===== config.mk =====
export PLATFORM = sky130hd
export DESIGN_NAME = ser_tx_queue
export DESIGN_NICKNAME = d
export VERILOG_FILES = /design/src/rtl/ser_tx_pkg.sv /design/src/rtl/ser_tx_store.sv /design/src/rtl/ser_tx_shifter.sv /design/src/rtl/ser_tx_queue.sv
export SDC_FILE = /design/constraint.sdc
export NUM_CORES = 1
export LEC_CHECK = 0
export ABC_CLOCK_PERIOD_IN_PS = 7300
export BUFFER_PORTS_ARGS = -buffer_cell sky130_fd_sc_hd__buf_2
export CAP_MARGIN = 20
export CORE_AREA = 4 4 140 142
export CTS_CLUSTER_SIZE = 16
export DETAILED_ROUTE_END_ITERATION = 7
export DIE_AREA = 0 0 144 146
export GPL_TIMING_DRIVEN = 0
export PLACE_DENSITY = 0.56
export SKIP_CTS_REPAIR_TIMING = 1
export SLEW_MARGIN = 15
export SYNTH_ARGS = -nofsm -noshare
export SYNTH_HDL_FRONTEND = slang
export SYNTH_SLANG_ARGS = --single-unit

===== constraint.sdc =====
create_clock -name clk -period 7.3 [get_ports clk]
set_input_delay 1.095 -clock clk [delete_from_list [all_inputs] [get_ports clk]]
set_output_delay 1.095 -clock clk [all_outputs]
set_load 0.005 [all_outputs]

===== src/rtl/ser_tx_pkg.sv =====
package ser_tx_pkg;
  typedef enum logic [1:0] {PAR_EVEN, PAR_ODD, PAR_ONE, PAR_ZERO} par_mode_e;

  typedef struct packed {
    logic [1:0] len;
    logic       par_en;
    par_mode_e  par;
    logic       two_stop;
  } frame_cfg_t;

  typedef enum logic [2:0] {S_IDLE, S_START, S_DATA, S_PAR, S_STOP} tx_state_e;
endpackage


===== src/rtl/ser_tx_store.sv =====
module ser_tx_store #(
  parameter int DEPTH = 16,
  parameter int W     = 8,
  localparam int AW   = $clog2(DEPTH),
  localparam int CW   = $clog2(DEPTH + 1)
) (
  input  logic          clk,
  input  logic          rst_n,
  input  logic          wr_en,
  input  logic [W-1:0]  wr_data,
  input  logic          rd_en,
  output logic [W-1:0]  rd_data,
  output logic [CW-1:0] count
);
  logic [W-1:0]  mem [DEPTH];
  logic [AW-1:0] wp, rp;

  always_ff @(posedge clk) begin
    if (wr_en) mem[wp] <= wr_data;
  end

  always_ff @(posedge clk or negedge rst_n) begin
    if (!rst_n) begin
      wp    <= '0;
      rp    <= '0;
      count <= '0;
    end else begin
      if (wr_en) wp <= wp + 1'b1;
      if (rd_en) rp <= rp + 1'b1;
      case ({wr_en, rd_en})
        2'b10:   count <= count + 1'b1;
        2'b01:   count <= count - 1'b1;
        default: count <= count;
      endcase
    end
  end

  assign rd_data = mem[rp];
endmodule


===== src/rtl/ser_tx_shifter.sv =====
module ser_tx_shifter
  import ser_tx_pkg::*;
#(
  parameter int W   = 8,
  parameter int OVS = 16,
  localparam int SW = $clog2(OVS)
) (
  input  logic         clk,
  input  logic         rst_n,
  input  logic         tick,
  input  logic         load,
  input  logic [W-1:0] load_data,
  input  frame_cfg_t   cfg,
  input  logic         brk,
  output logic         idle,
  output logic         txd
);
  tx_state_e    st;
  logic [SW-1:0] sub;
  logic [3:0]    bitn;
  logic [3:0]    nbits;
  logic [W-1:0]  shreg;
  logic          pbit, par_en_q, two_stop_q;

  function automatic logic calc_par(logic [W-1:0] d, logic [3:0] n, par_mode_e m);
    logic x;
    x = 1'b0;
    for (int i = 0; i < W; i++) begin
      if (i < int'(n)) x = x ^ d[i];
    end
    case (m)
      PAR_EVEN: return x;
      PAR_ODD:  return ~x;
      PAR_ONE:  return 1'b1;
      default:  return 1'b0;
    endcase
  endfunction

  always_ff @(posedge clk or negedge rst_n) begin
    if (!rst_n) begin
      st         <= S_IDLE;
      sub        <= '0;
      bitn       <= '0;
      nbits      <= 4'd8;
      shreg      <= '0;
      pbit       <= 1'b0;
      par_en_q   <= 1'b0;
      two_stop_q <= 1'b0;
    end else if (st == S_IDLE) begin
      if (load) begin
        shreg      <= load_data;
        nbits      <= 4'd5 + {2'b00, cfg.len};
        pbit       <= calc_par(load_data, 4'd5 + {2'b00, cfg.len}, cfg.par);
        par_en_q   <= cfg.par_en;
        two_stop_q <= cfg.two_stop;
        sub        <= '0;
        bitn       <= '0;
        st         <= S_START;
      end
    end else if (tick) begin
      if (sub != SW'(OVS - 1)) begin
        sub <= sub + 1'b1;
      end else begin
        sub <= '0;
        case (st)
          S_START: begin
            st   <= S_DATA;
            bitn <= '0;
          end
          S_DATA: begin
            shreg <= shreg >> 1;
            if (bitn == nbits - 4'd1) begin
              bitn <= '0;
              st   <= par_en_q ? S_PAR : S_STOP;
            end else begin
              bitn <= bitn + 4'd1;
            end
          end
          S_PAR: begin
            bitn <= '0;
            st   <= S_STOP;
          end
          S_STOP: begin
            if (two_stop_q && bitn == '0) bitn <= 4'd1;
            else                          st   <= S_IDLE;
          end
          default: st <= S_IDLE;
        endcase
      end
    end
  end

  logic line;
  always_comb begin
    case (st)
      S_START: line = 1'b0;
      S_DATA:  line = shreg[0];
      S_PAR:   line = pbit;
      default: line = 1'b1;
    endcase
  end

  assign txd  = brk ? 1'b0 : line;
  assign idle = (st == S_IDLE);
endmodule


===== src/rtl/ser_tx_queue.sv =====
module ser_tx_queue
  import ser_tx_pkg::*;
#(
  parameter int DEPTH = 16,
  parameter int W     = 8,
  parameter int OVS   = 16,
  localparam int CW   = $clog2(DEPTH + 1)
) (
  input  logic         clk,
  input  logic         rst_n,
  input  logic         tick16,
  input  logic         fifo_en,
  input  logic [1:0]   data_len,
  input  logic         parity_en,
  input  logic [1:0]   parity_mode,
  input  logic         two_stop,
  input  logic         break_en,
  input  logic         in_valid,
  output logic         in_ready,
  input  logic [W-1:0] in_data,
  output logic         hold_empty,
  output logic         tx_empty,
  output logic         txd
);
  logic [CW-1:0] count;
  logic [W-1:0]  head;
  logic          wr, pop, sh_idle;
  frame_cfg_t    cfg;

  assign in_ready = fifo_en ? (count < CW'(DEPTH)) : (count == '0);
  assign wr       = in_valid && in_ready;
  assign pop      = sh_idle && (count != '0);

  assign cfg.len      = data_len;
  assign cfg.par_en   = parity_en;
  assign cfg.par      = par_mode_e'(parity_mode);
  assign cfg.two_stop = two_stop;

  ser_tx_store #(.DEPTH(DEPTH), .W(W)) u_store (
    .clk(clk), .rst_n(rst_n), .wr_en(wr), .wr_data(in_data),
    .rd_en(pop), .rd_data(head), .count(count)
  );

  ser_tx_shifter #(.W(W), .OVS(OVS)) u_shift (
    .clk(clk), .rst_n(rst_n), .tick(tick16), .load(pop), .load_data(head),
    .cfg(cfg), .brk(break_en), .idle(sh_idle), .txd(txd)
  );

  assign hold_empty = (count == '0);
  assign tx_empty   = hold_empty && sh_idle;
endmodule


# Word level (Yosys, flattened, before mapping)
# Memories as Yosys holds them, arrays and structs flattened.
# Index checks and enable logic that the tools add are counted.
[word_totals]
n_memories = 1
romBits = 0
latchBits = 0
inputBits = 20
register_bits = 39
output_inout_bits = 4
elab_cells = 125
ram_bits = 128
[classes]
shift = 0
n_eq_ne = 15
n_mul = 0
magnitude_cmp = 9
div = 0
n_addsub = 8
reduce_logical = 19
n_bitwise = 8
n_mux = 54
[mem_list]
columns = ["name", "words", "width", "rd", "rd_clocked_by_memory_dff", "wr", "line", "text"]
rows = [
  ["u_store.mem", 16, 8, 1, 0, 1, "ser_tx_store.sv:15", "logic [W-1:0] mem [DEPTH];"],
]
[ops]
columns = ["op", "n"]
rows = [
  ["$mux W8", 5],
  ["$mux W4", 9],
  ["$mux W1", 28],
  ["$mux W3", 7],
  ["$add A4 B1 Y4 const B", 4],
  ["$lt A3 B4 Y1 const A", 4],
  ["$pmux W3 S4", 1],
  ["$pmux W4 S3", 1],
  ["$pmux W5 S2", 1],
  ["$reduce_and A5 Y1", 2],
  ["$lt A1 B4 Y1 const A", 2],
  ["$lt A2 B4 Y1 const A", 2],
  ["$xor A1 B1 Y1", 7],
  ["$eq A3 B2 Y1 const B", 2],
  ["$ne A3 B2 Y1 const B", 2],
  ["$pmux W1 S3", 2],
  ["$reduce_bool A2 Y1", 3],
  ["$add A5 B1 Y5 const B", 1],
  ["$logic_not A5 Y1", 1],
  ["$lt A5 B5 Y1 const B", 1],
  ["$reduce_bool A5 Y1", 1],
  ["$sub A5 B1 Y5 const B", 1],
  ["$add A3 B2 Y4 const A", 1],
  ["$eq A2 B1 Y1 const B", 2],
  ["other kinds (18)", 23],
]

# Longest topological paths before layout
# Gate-level depths: netlist of run 1.
[logic_depth]
ltp_word = 35
depth_mapped = 15
mapped_depth_nobuf = 14

# Modules after synthesis
# A second synthesis of run 1 with hierarchy kept.
[unflattened]
cells_unflattened = 466
hier_area_um2 = 7362.1
[modules_own_cells]
columns = ["module", "seq_area_each_um2", "area_each_um2", "cells_per_inst", "instances"]
rows = [
  ["ser_tx_store", 4169.0, 5749.3, 288, 1],
  ["ser_tx_shifter", 651.9, 1557.7, 170, 1],
  ["ser_tx_queue", 0.0, 55.1, 8, 1],
]

# Least setup slack after synthesis of run 1
# No wires, ideal clock.
[synth_path]
path_kind = "input -> register"
start = "input fifo_en"
end = "register u_store.count[4]"
setup_time_ns = 0.125
t_required_ns = 7.175
n_path_buf = 1
path_slack_ns = 4.213
stages = 14
t_arrival_ns = 2.962
path_cell_list = "inv_1 o21ai_1 and2_1 clkbuf_1 inv_2 ha_1 inv_1 fa_1 inv_1 a21o_1 a21oi_1 xnor2_1 nor2_1 xor2_1"
[synth_between]
elab_chain_len = 4
word_cells_on_any_way = 6
classes_between = "eq/ne: 2; mux: 2; reduce/logical: 2"
[synth_rtl]
columns = ["item", "line", "text"]
rows = [
  ["from (decl)", "ser_tx_queue.sv:12", "input logic fifo_en,"],
  ["$mux W1 *", "ser_tx_queue.sv:30", "assign in_ready = fifo_en ? (count < CW'(DEPTH)) : (count == '0);"],
  ["named net in_ready", "ser_tx_queue.sv:19", "output logic in_ready,"],
  ["$logic_and A1 B1 Y1 *", "ser_tx_queue.sv:31", "assign wr = in_valid && in_ready;"],
  ["$eq A2 B1 Y1 / $eq A2 B2 Y1 (equally long branches)", "ser_tx_store.sv:30", "case ({wr_en, rd_en})"],
  ["$pmux W5 S2 / $reduce_bool A2 Y1 (equally long branches)", "-", ""],
  ["to (signal assigned)", "ser_tx_store.sv:31", "2'b10: count <= count + 1'b1;"],
  ["to (signal assigned)", "ser_tx_store.sv:32", "2'b01: count <= count - 1'b1;"],
  ["to (signal assigned)", "ser_tx_store.sv:33", "default: count <= count;"],
  ["to (decl)", "ser_tx_store.sv:13", "output logic [CW-1:0] count"],
]
# The timed path passes the listed nets; every way through them passes the cells marked *.
# A chain may end at the register's enable or synchronous reset.

# Worst setup path in the final report of run 1
[layout_path]
start = "register u_shift.st[0]"
end = "register u_store.count[4]"
[layout_between]
elab_chain_len = 4
word_cells_on_any_way = 6
classes_between = "eq/ne: 2; mux: 1; reduce/logical: 3"
[layout_rtl]
columns = ["item", "line", "text"]
rows = [
  ["from (decl)", "ser_tx_shifter.sv:18", "tx_state_e st;"],
  ["from (signal assigned)", "ser_tx_shifter.sv:74", "st <= par_en_q ? S_PAR : S_STOP;"],
  ["$logic_not A3 Y1 *", "ser_tx_shifter.sv:104", "assign idle = (st == S_IDLE);"],
  ["$logic_and A1 B1 Y1 *", "ser_tx_queue.sv:32", "assign pop = sh_idle && (count != '0);"],
  ["named net pop", "ser_tx_queue.sv:27", "logic wr, pop, sh_idle;"],
  ["$eq A2 B1 Y1 / $eq A2 B2 Y1 (equally long branches)", "ser_tx_store.sv:30", ""],
  ["$pmux W5 S2 / $reduce_bool A2 Y1 (equally long branches)", "-", ""],
]
# Marks and branches as above.

==> results of run 1 <==
==> metal layers <==
metal  global-route usage (%)  vias to the layer above  part of all wire, %
met5                        0                        -                    0
met4                     3.48                        0                 0.40
met3                     3.75                        6                  4.2
met2                     25.3                       72                   52
met1                     19.2                     2066                   43
li1                         -                     1887                    -
==> where the power goes <==
group / internal [uW] / switching, uW
clock: 477 / 381
combinational: 528 / 618
sequential: 1150 / 86.1
==> sequential cells by signal, indices dropped and copies added (netlist names) <==
signal	flops
u_shift.two_stop_q	1
u_store.wp	4
u_shift.pbit	1
u_store.count	5
u_shift.shreg	8
u_shift.nbits	4
u_shift.st	3
u_shift.bitn	4
u_shift.sub	4
u_store.rp	4
u_store.mem	128
u_shift.par_en_q	1
==> final cells by class <==
| cell class | count | area, um2 | share of cell area, % |
|---|---|---|---|
| sequential | 167 | 4820 | 58.3 |
| multi-input combinational | 267 | 2260 | 27.4 |
| clock buffer | 17 | 425 | 5.14 |
| tap | 234 | 293 | 3.54 |
| clock inverter | 15 | 141 | 1.71 |
| timing repair buffer | 27 | 140 | 1.69 |
| buffer | 21 | 101 | 1.22 |
| inverter | 24 | 90.1 | 1.09 |
==> through the flow <==
stage | setup WS, ps | hold WS [ps] | area, um2 | total power [uW] | cells
floorplan | 4210 | 446 | 7250 | 2110 | 479
global placement | 3260 | 456 | 7660 | 2380 | 736
detailed placement | 3440 | 461 | 7710 | 2420 | 740
CTS | 3430 | 472 | 8280 | 3280 | 772
global route | 3100 | 499 | 8280 | 3430 | 772
finish | 3490 | 469 | 8280 | 3240 | 772
==> placed cells by master, fill, tap and decap left out, drive strengths merged, types with 2 or more instances in the layout <==
cell    count
mux2        3
nor2       32
nor3        7
mux4       32
nand4       3
nor4        5
mux2i       6
and2        6
edfxtp    128
inv        30
ha         16
xnor2      16
o31ai       2
a22oi       5
clkinv      7
a211oi      3
nand2b      2
nor2b       2
nor3b       2
o21ai      16
buf        36
a21o        5
a21oi       9
o21a        2
nand2      50
clkbuf     29
xor2        8
a31oi       8
dfrtp      38
nand3      16
==> worst max-delay path: stages, from the launching register on <==
cell and delay [ps]:
dfrtp_1 380, clkbuf_1 220, nor3_2 560, nand2_1 490, inv_2 150, clkbuf_1 460
ha_1 330, inv_1 100, fa_1 400, inv_1 70, a21o_1 110, a21oi_1 80
xnor2_1 140, nor2_1 70, xor2_1 150
==> cell families after synthesis <==
| kind of cell | after synthesis | synth area share, % |
|---|---|---|
| xor gates and xnor gates | 25 | 3.42 |
| buffers and inverters | 45 | 2.64 |
| and+or+nand+nor | 130 | 8.30 |
| AOI/OAI and AO/OA | 54 | 4.73 |
| DFF | 167 | 66.5 |
| muxes | 41 | 11.4 |
| adders and majority gates | 17 | 3.04 |
==> how the worst max path moves through the flow <==
stage                         to     startpoint  cells after the start
2_1_floorplan   u_store.count[4]        fifo_en                     14
3_3_place_gp   u_store.mem[3][4]        fifo_en                      7
3_5_place_dp    u_store.count[4]  u_shift.st[1]                     14
4_1_cts         u_store.count[4]  u_shift.st[0]                     14
5_1_grt         u_store.count[4]  u_shift.st[1]                     14
6_report        u_store.count[4]  u_shift.st[0]                     14
==> impl_metrics.toml, run 1 <==
[run_status]
status = "completed"

[synth]
ys_ff_latch = 167
async_flop_share_pct = 23.4
ys_types = 53
syn_avg_cell_area_um2 = 15.1
synth_edf_count = 128
yosysMostFrequentCell = "edfxtp_1"
synth_area_leaders = "edfxtp_1 53%, dfrtp_1 13%, mux4_2 9.3%"
synth_top_area_share_pct = 53.0
synth_commonest_cells = "128 x edfxtp_1, 50 x nand2_1, 38 x dfrtp_1, 32 x nor2_1, 30 x mux4_2"
syn_inst = 479
synthFlopType = "edfxtp_1"
yosysSeqAreaShare_pct = 66.5
synth_top_area_cell = "edfxtp_1"
ys_warn_count = 0
synth_nets = 516
netlist_area_um2 = 7250

[setup_path]
critical_path_class = "register to register"
worstPathMaxFanout = 10
r2r_cells = 14
critical_path_arrival_ps = 4110
cp.required_ps = 7610
rr_endpoint = "u_store.count[4]"
worstSetupEndpointType = "register"
ff2ff_setup_slack_ps = 3490
rr_startpoint = "u_shift.st[0]"
critical_path.startpoint_type = "register"

[timing]
fin_worst_skew_ps = 10.9
fin_crit_sh_pct = 52.2
layout_min_cycle_time_ps = 3810
fin_setup_tns_ps = 0
finalMaxSlewViolations = 0
setup_viol = 0
fmax_ghz = 0.263
finalHoldViolCount = 0
rsz0062_at_grt = "false"
relSlewSlack_pct = 31.1
worst_pin_slew_ps = 1030

[routing]
initialDrtViolationCount = 220
drc = 0
ant_nets = 0
viasPerCell = 5.22
wirelength_um = 14800
dr.pass1.iters = 4
routedWlPerCell_um = 19.2
dr_total_vias = 4031

[clock_tree]
root_buffer = "clkbuf_16"
cts_buffers = 17
clk_pin_slew_ps = 70
htree_levels = 4
cts_tree = "done"
clk_latency_ps = 420
numClockSinks = 167
cts.path.max_buffers = 2

[placement]
hpwl_um = 10200
port_buffers = 23
gp_congestion = 0.797

[cells_and_area]
finalNetCount = 562
num_antenna_cells = 0
final.fill_count = 1630
drive_gt1_share_pct = 21.0
final_util_pct = 44.8
area_growth_pct = 14.1

[hold_path]
min_delay_path_depth = 2
min_from = "u_shift.nbits[3]"
min_to = "u_shift.nbits[3]"
hp-class = "register to register"

[global_route]
grt_max_degree = 40
grt_usage_pct = 14.9
antenna_found_initial = 0
gr-total-overflow = 0
first_global_vias = 4173
grt_pass1_wl_um = 23400

[floorplanning]
die-area_um2 = 21000
die_x_um = 144
die_y_um = 146
placeableCoreArea_um2 = 18500
rows = 50
initial_core_util_pct = 39.3
top_level_ports = 24

[power]
power-per-cell-area_nw_per_um2 = 392
p_leak_uw = 0.00302
ir_drop_uv = 263

[run]
cap_violations = 0
(Power assumes the default switching activity.)
==> run 2, diff against run 1 <==
ABC_CLOCK_PERIOD_IN_PS = 3300   (was 7300)
PLACE_DENSITY = 0.58   (was 0.56)
clock period = 3.3 ns   (was 7.3 ns; I/O delays follow)
==> run 2 against run 1 <==
Compared with the run above:
- highest routed layer unchanged
- die area did not move
- register-to-register slack worse by 3300 ps
- fmax up 23%
- design area decreased by 0.11%
- sequential power rose by 120%
- non-clock buffer count up 1
- largest power group unchanged
==> impl_metrics.toml, run 2 (synthesized netlist as in run 1, its figures left out) <==
[setup_path]
critical_path_class = "register to register"
cp.required_ps = 3640
worstPathMaxFanout = 10
worstSetupEndpointType = "register"
critical_path_arrival_ps = 3440
critical_path.startpoint_type = "register"

[clock_tree]
clk_pin_slew_ps = 60
cts.path.max_buffers = 2
cts_tree = "done"
cts_buffers = 17
root_buffer = "clkbuf_16"
clk_latency_ps = 430
numClockSinks = 167
htree_levels = 4

[global_route]
grt_util_met1_pct = 20.4
use_met3_pct = 2.96
grt_pass1_wl_um = 23200
grt_max_degree = 40
busiest_layer = "met2"
gr-total-overflow = 0
grt_usage_pct = 14.9
first_global_vias = 4120
antenna_found_initial = 0
grt_use_met2_pct = 23.7

[cells_and_area]
final_cell_mix = "128 x edfxtp_1, 49 x nand2_1, 38 x dfrtp_1, 32 x nor2_1, 32 x buf_2"
largest_registers = "u_store.mem (128), u_shift.shreg (8), u_store.count (5)"
drive_gt1_share_pct = 21.8
num_antenna_cells = 0
largest_register = "u_store.mem"
final_cells = 771
largest_reg_flops = 128
final_common_cell = "edfxtp_1"
area_growth_pct = 14.0
final_util_pct = 44.8
finalNetCount = 563
final.fill_count = 1615

[routing]
dr_total_vias = 4026
ant_nets = 0
routedWlPerCell_um = 19.2
initialDrtViolationCount = 274
dr.pass1.iters = 4
viasPerCell = 5.22
drc = 0
wirelength_um = 14800

[power]
p_leak_uw = 0.00302
power-per-cell-area_nw_per_um2 = 862
ir_drop_uv = 454
power.total_uw = 7120

[timing]
rsz0062_at_grt = "false"
layout_min_cycle_time_ps = 3100
fin_worst_skew_ps = 11.3
relSlewSlack_pct = 37.4
finalMaxSlewViolations = 0
setup_viol = 0
final.setup.worst_slack_ps = 199
finalHoldViolCount = 0
fmax_ghz = 0.322
worst_pin_slew_ps = 935
fin_crit_sh_pct = 94.0

[placement]
gp_congestion = 0.794
preCtsSetupSlack_ps = -540
port_buffers = 23
dpl.cell_count = 741
hpwl_um = 10100

[hold_path]
hp-class = "input port to asynchronous set/reset pin"

[floorplanning]
initial_core_util_pct = 39.3
die_y_um = 146
placeableCoreArea_um2 = 18500
die-area_um2 = 21000
top_level_ports = 24
die_x_um = 144
rows = 50

[run]
cap_violations = 0

[run_status]
status = "completed"
run 2: final timing paths:
check,from,endpoint,slack (ps),depth (start not counted)
setup / recovery,u_store.rp[0],u_shift.pbit,200,9
min in group clk,two_stop,u_shift.two_stop_q,270,3
hold / removal,rst_n,u_store.count[0],190,1
hold reg to reg,u_shift.nbits[3],u_shift.nbits[3],460,2
setup reg to reg,u_store.rp[0],u_shift.pbit,200,9
max in group asynchronous,rst_n,u_store.rp[1],2540,1
run 2: critical path, stage by stage, from the launching register on:
cell and delay (ps):
dfrtp_1 530, buf_6 250, mux4_2 540, a22oi_1 280, nand3_1 240, xor2_1 190, xnor3_1 450, xnor2_2 170
o21a_1 190, o31ai_2 160
run 2: area by class of cell:
cell class,instances,area (um2),area share (%)
Sequential cell,167,4820,58.3
Multi-Input combinational cell,267,2280,27.6
Clock buffer,18,429,5.19
Tap cell,234,293,3.54
Timing Repair Buffer,30,160,1.94
Clock inverter,12,97.6,1.18
Buffer,19,93.8,1.14
Inverter,24,90.1,1.09
run 2: through the flow:
| step | TNS, ps | hold slack (ps) | cell area (um2) |
|---|---|---|---|
| 5_1_grt | 0 | 274 | 8270 |
| 6_report | 0 | 189 | 8270 |
| 4_1_cts | -3190 | 217 | 8240 |
| 3_5_place_dp | -2460 | 460 | 7710 |
| 2_1_floorplan | 0 | 199 | 7250 |
| 3_3_place_gp | -18300 | 458 | 7660 |
run 2: layer usage:
layer	up-vias	routed length [um]
met5	-	0
met4	0	177
met3	10	472
met2	80	7320
met1	2044	6800
li1	1892	-
run 2: where the power goes:
part           internal (uW)  switching (uW)  total [uW]
Sequential              2550             200        2750
Clock                    968             830        1800
Combinational           1180            1390        2580
Total                   4700            2430        7120
==> run 3, diff against run 2 <==
MAX_ROUTING_LAYER = met4   (was default)
SLEW_MARGIN = default   (was 15)
==> run 3 against run 2 <==
Compared with the run above:
- clock-buffer cell count is 1 higher
- utilization about the same
- power hardly changed
- clock skew barely moved
- design area about the same
- combinational power about the same
- critical path depth is 5 higher
- highest routed layer unchanged
==> impl_metrics.toml, run 3 (synthesized netlist as in run 1, its figures left out) <==
[floorplanning]
die_x_um = 144
top_level_ports = 24
initial_core_util_pct = 39.3
die_y_um = 146
die-area_um2 = 21000
placeableCoreArea_um2 = 18500
rows = 50

[power]
p_leak_uw = 0.00302
power.total_uw = 7130
ir_drop_uv = 446
power-per-cell-area_nw_per_um2 = 862

[cells_and_area]
finalNetCount = 561
largest_registers = "u_store.mem (128), u_shift.shreg (8), u_store.count (5)"
area_growth_pct = 14.1
final_common_cell = "edfxtp_1"
largest_register = "u_store.mem"
drive_gt1_share_pct = 21.2
final_cell_area_um2 = 8270
final_cells = 771
final.fill_count = 1649
final_util_pct = 44.8
num_antenna_cells = 0
final_cell_mix = "128 x edfxtp_1, 49 x nand2_1, 38 x dfrtp_1, 32 x nor2_1, 30 x mux4_2"
largest_reg_flops = 128

[global_route]
gr-total-overflow = 0
grt_max_degree = 40
grt_pass1_wl_um = 23000
first_global_vias = 4102
grt_usage_pct = 15.1
use_met3_pct = 3.68
antenna_found_initial = 0
grt_util_met1_pct = 19.8
busiest_layer = "met2"
grt_use_met2_pct = 23.8

[routing]
wirelength_um = 14700
dr.pass1.iters = 5
dr_total_vias = 3970
viasPerCell = 5.15
routedWlPerCell_um = 19.0
ant_nets = 0
drc = 0
initialDrtViolationCount = 207

[timing]
layout_min_cycle_time_ps = 3110
finalHoldViolCount = 0
fmax_ghz = 0.321
fin_setup_tns_ps = 0
fin_worst_skew_ps = 11.5
rsz0062_at_grt = "false"
fin_crit_sh_pct = 94.3
relSlewSlack_pct = 35.5
setup_viol = 0
finalMaxSlewViolations = 0
worst_pin_slew_ps = 965

[setup_path]
worst_path_max_delay_cell = "or4_1"
critPathMostFrequentCell = "inv_1"
critical_path.top_delay_family = "simple AND/OR/NAND/NOR gates"
crit_chain = "or4_1 -> nand2b_1 -> o21ai_1 -> and2_4 -> inv_2 -> ha_1 -> inv_1 -> fa_1 -> inv_1 -> a21o_1 -> a21oi_1 -> xnor2_1 -> nor2_1 -> xor2_1"
cp.required_ps = 3610
crit_buf_inv = 3
critical_path.startpoint_type = "register"
critical_path_arrival_ps = 3420
worstSetupEndpointType = "register"
worstPathMaxFanout = 8
critical_path_class = "register to register"
max_stage_delay_ps = 550

[clock_tree]
clk_latency_ps = 420
numClockSinks = 167
cts.path.max_buffers = 2
cts_tree = "done"
root_buffer = "clkbuf_16"
htree_levels = 4
cts_buffers = 17
clk_pin_slew_ps = 70

[hold_path]
hp-class = "input port to asynchronous set/reset pin"

[placement]
dpl.cell_count = 740
gp_congestion = 0.806
port_buffers = 23
hpwl_um = 10000
place_area_um2 = 7710

[run]
cap_violations = 0

[run_status]
status = "completed"
## run 3: cell count changes in the layout (fill, tap and decap cells not counted), sizes merged
cell | before | now
inv | 29 | 32
buf | 39 | 37
clkinv | 6 | 4
clkbuf | 28 | 29
## run 3: layout make-up
type                    count  area [um2]  share of cell area (%)
plain buffers              19        93.8                    1.13
flip-flops and latches    167        4820                    58.3
inverters                  24        90.1                    1.09
well taps                 234         293                    3.54
clock inverters            13         108                    1.30
repair buffers             28         153                    1.85
clock buffers              19         433                    5.23
multi-input cells         267        2280                    27.6
## run 3: metal layers
metal	vias to the layer above	part of all wire [%]
li1	1887	-
met1	1995	44
met2	76	50
met3	12	5.5
met4	0	1.1
met5	-	0
## run 3: final timing paths
kind                                       to  slack (ps)        startpoint  cells after the start
max                          u_store.count[4]         190  u_store.count[0]                     14
min                          u_store.count[0]         180             rst_n                      1
min in group clk           u_shift.two_stop_q         270          two_stop                      3
min reg2reg                  u_shift.nbits[3]         470  u_shift.nbits[3]                      2
max in group asynchronous    u_shift.shreg[1]        2560             rst_n                      1
max reg2reg                  u_store.count[4]         190  u_store.count[0]                     14
## run 3: power breakdown
| group | switching, uW | leakage [uW] | total, uW | internal, uW |
|---|---|---|---|---|
| registers | 197 | 0.00162 | 2750 | 2550 |
| logic | 1370 | 0.00113 | 2550 | 1170 |
| clock network | 851 | 0.000263 | 1840 | 984 |
| total | 2420 | 0.00302 | 7130 | 4710 |
## run 3: stage by stage
step | hold slack, ps | worst slack, ps
3_3_place_gp | 458 | -613
4_1_cts | 212 | -558
5_1_grt | 262 | 1.22
3_5_place_dp | 458 | -532
6_report | 179 | 188
2_1_floorplan | 199 | 261
## run 3: worst register-to-register path, stage by stage, from the launching register on
cell and delay (ps):
dfrtp_1 420, or4_1 550, nand2b_1 240, o21ai_1 130
and2_4 230, inv_2 100, ha_1 240, inv_1 120
fa_1 220, inv_1 50, a21o_1 170, a21oi_1 180
xnor2_1 130, nor2_1 60, xor2_1 150
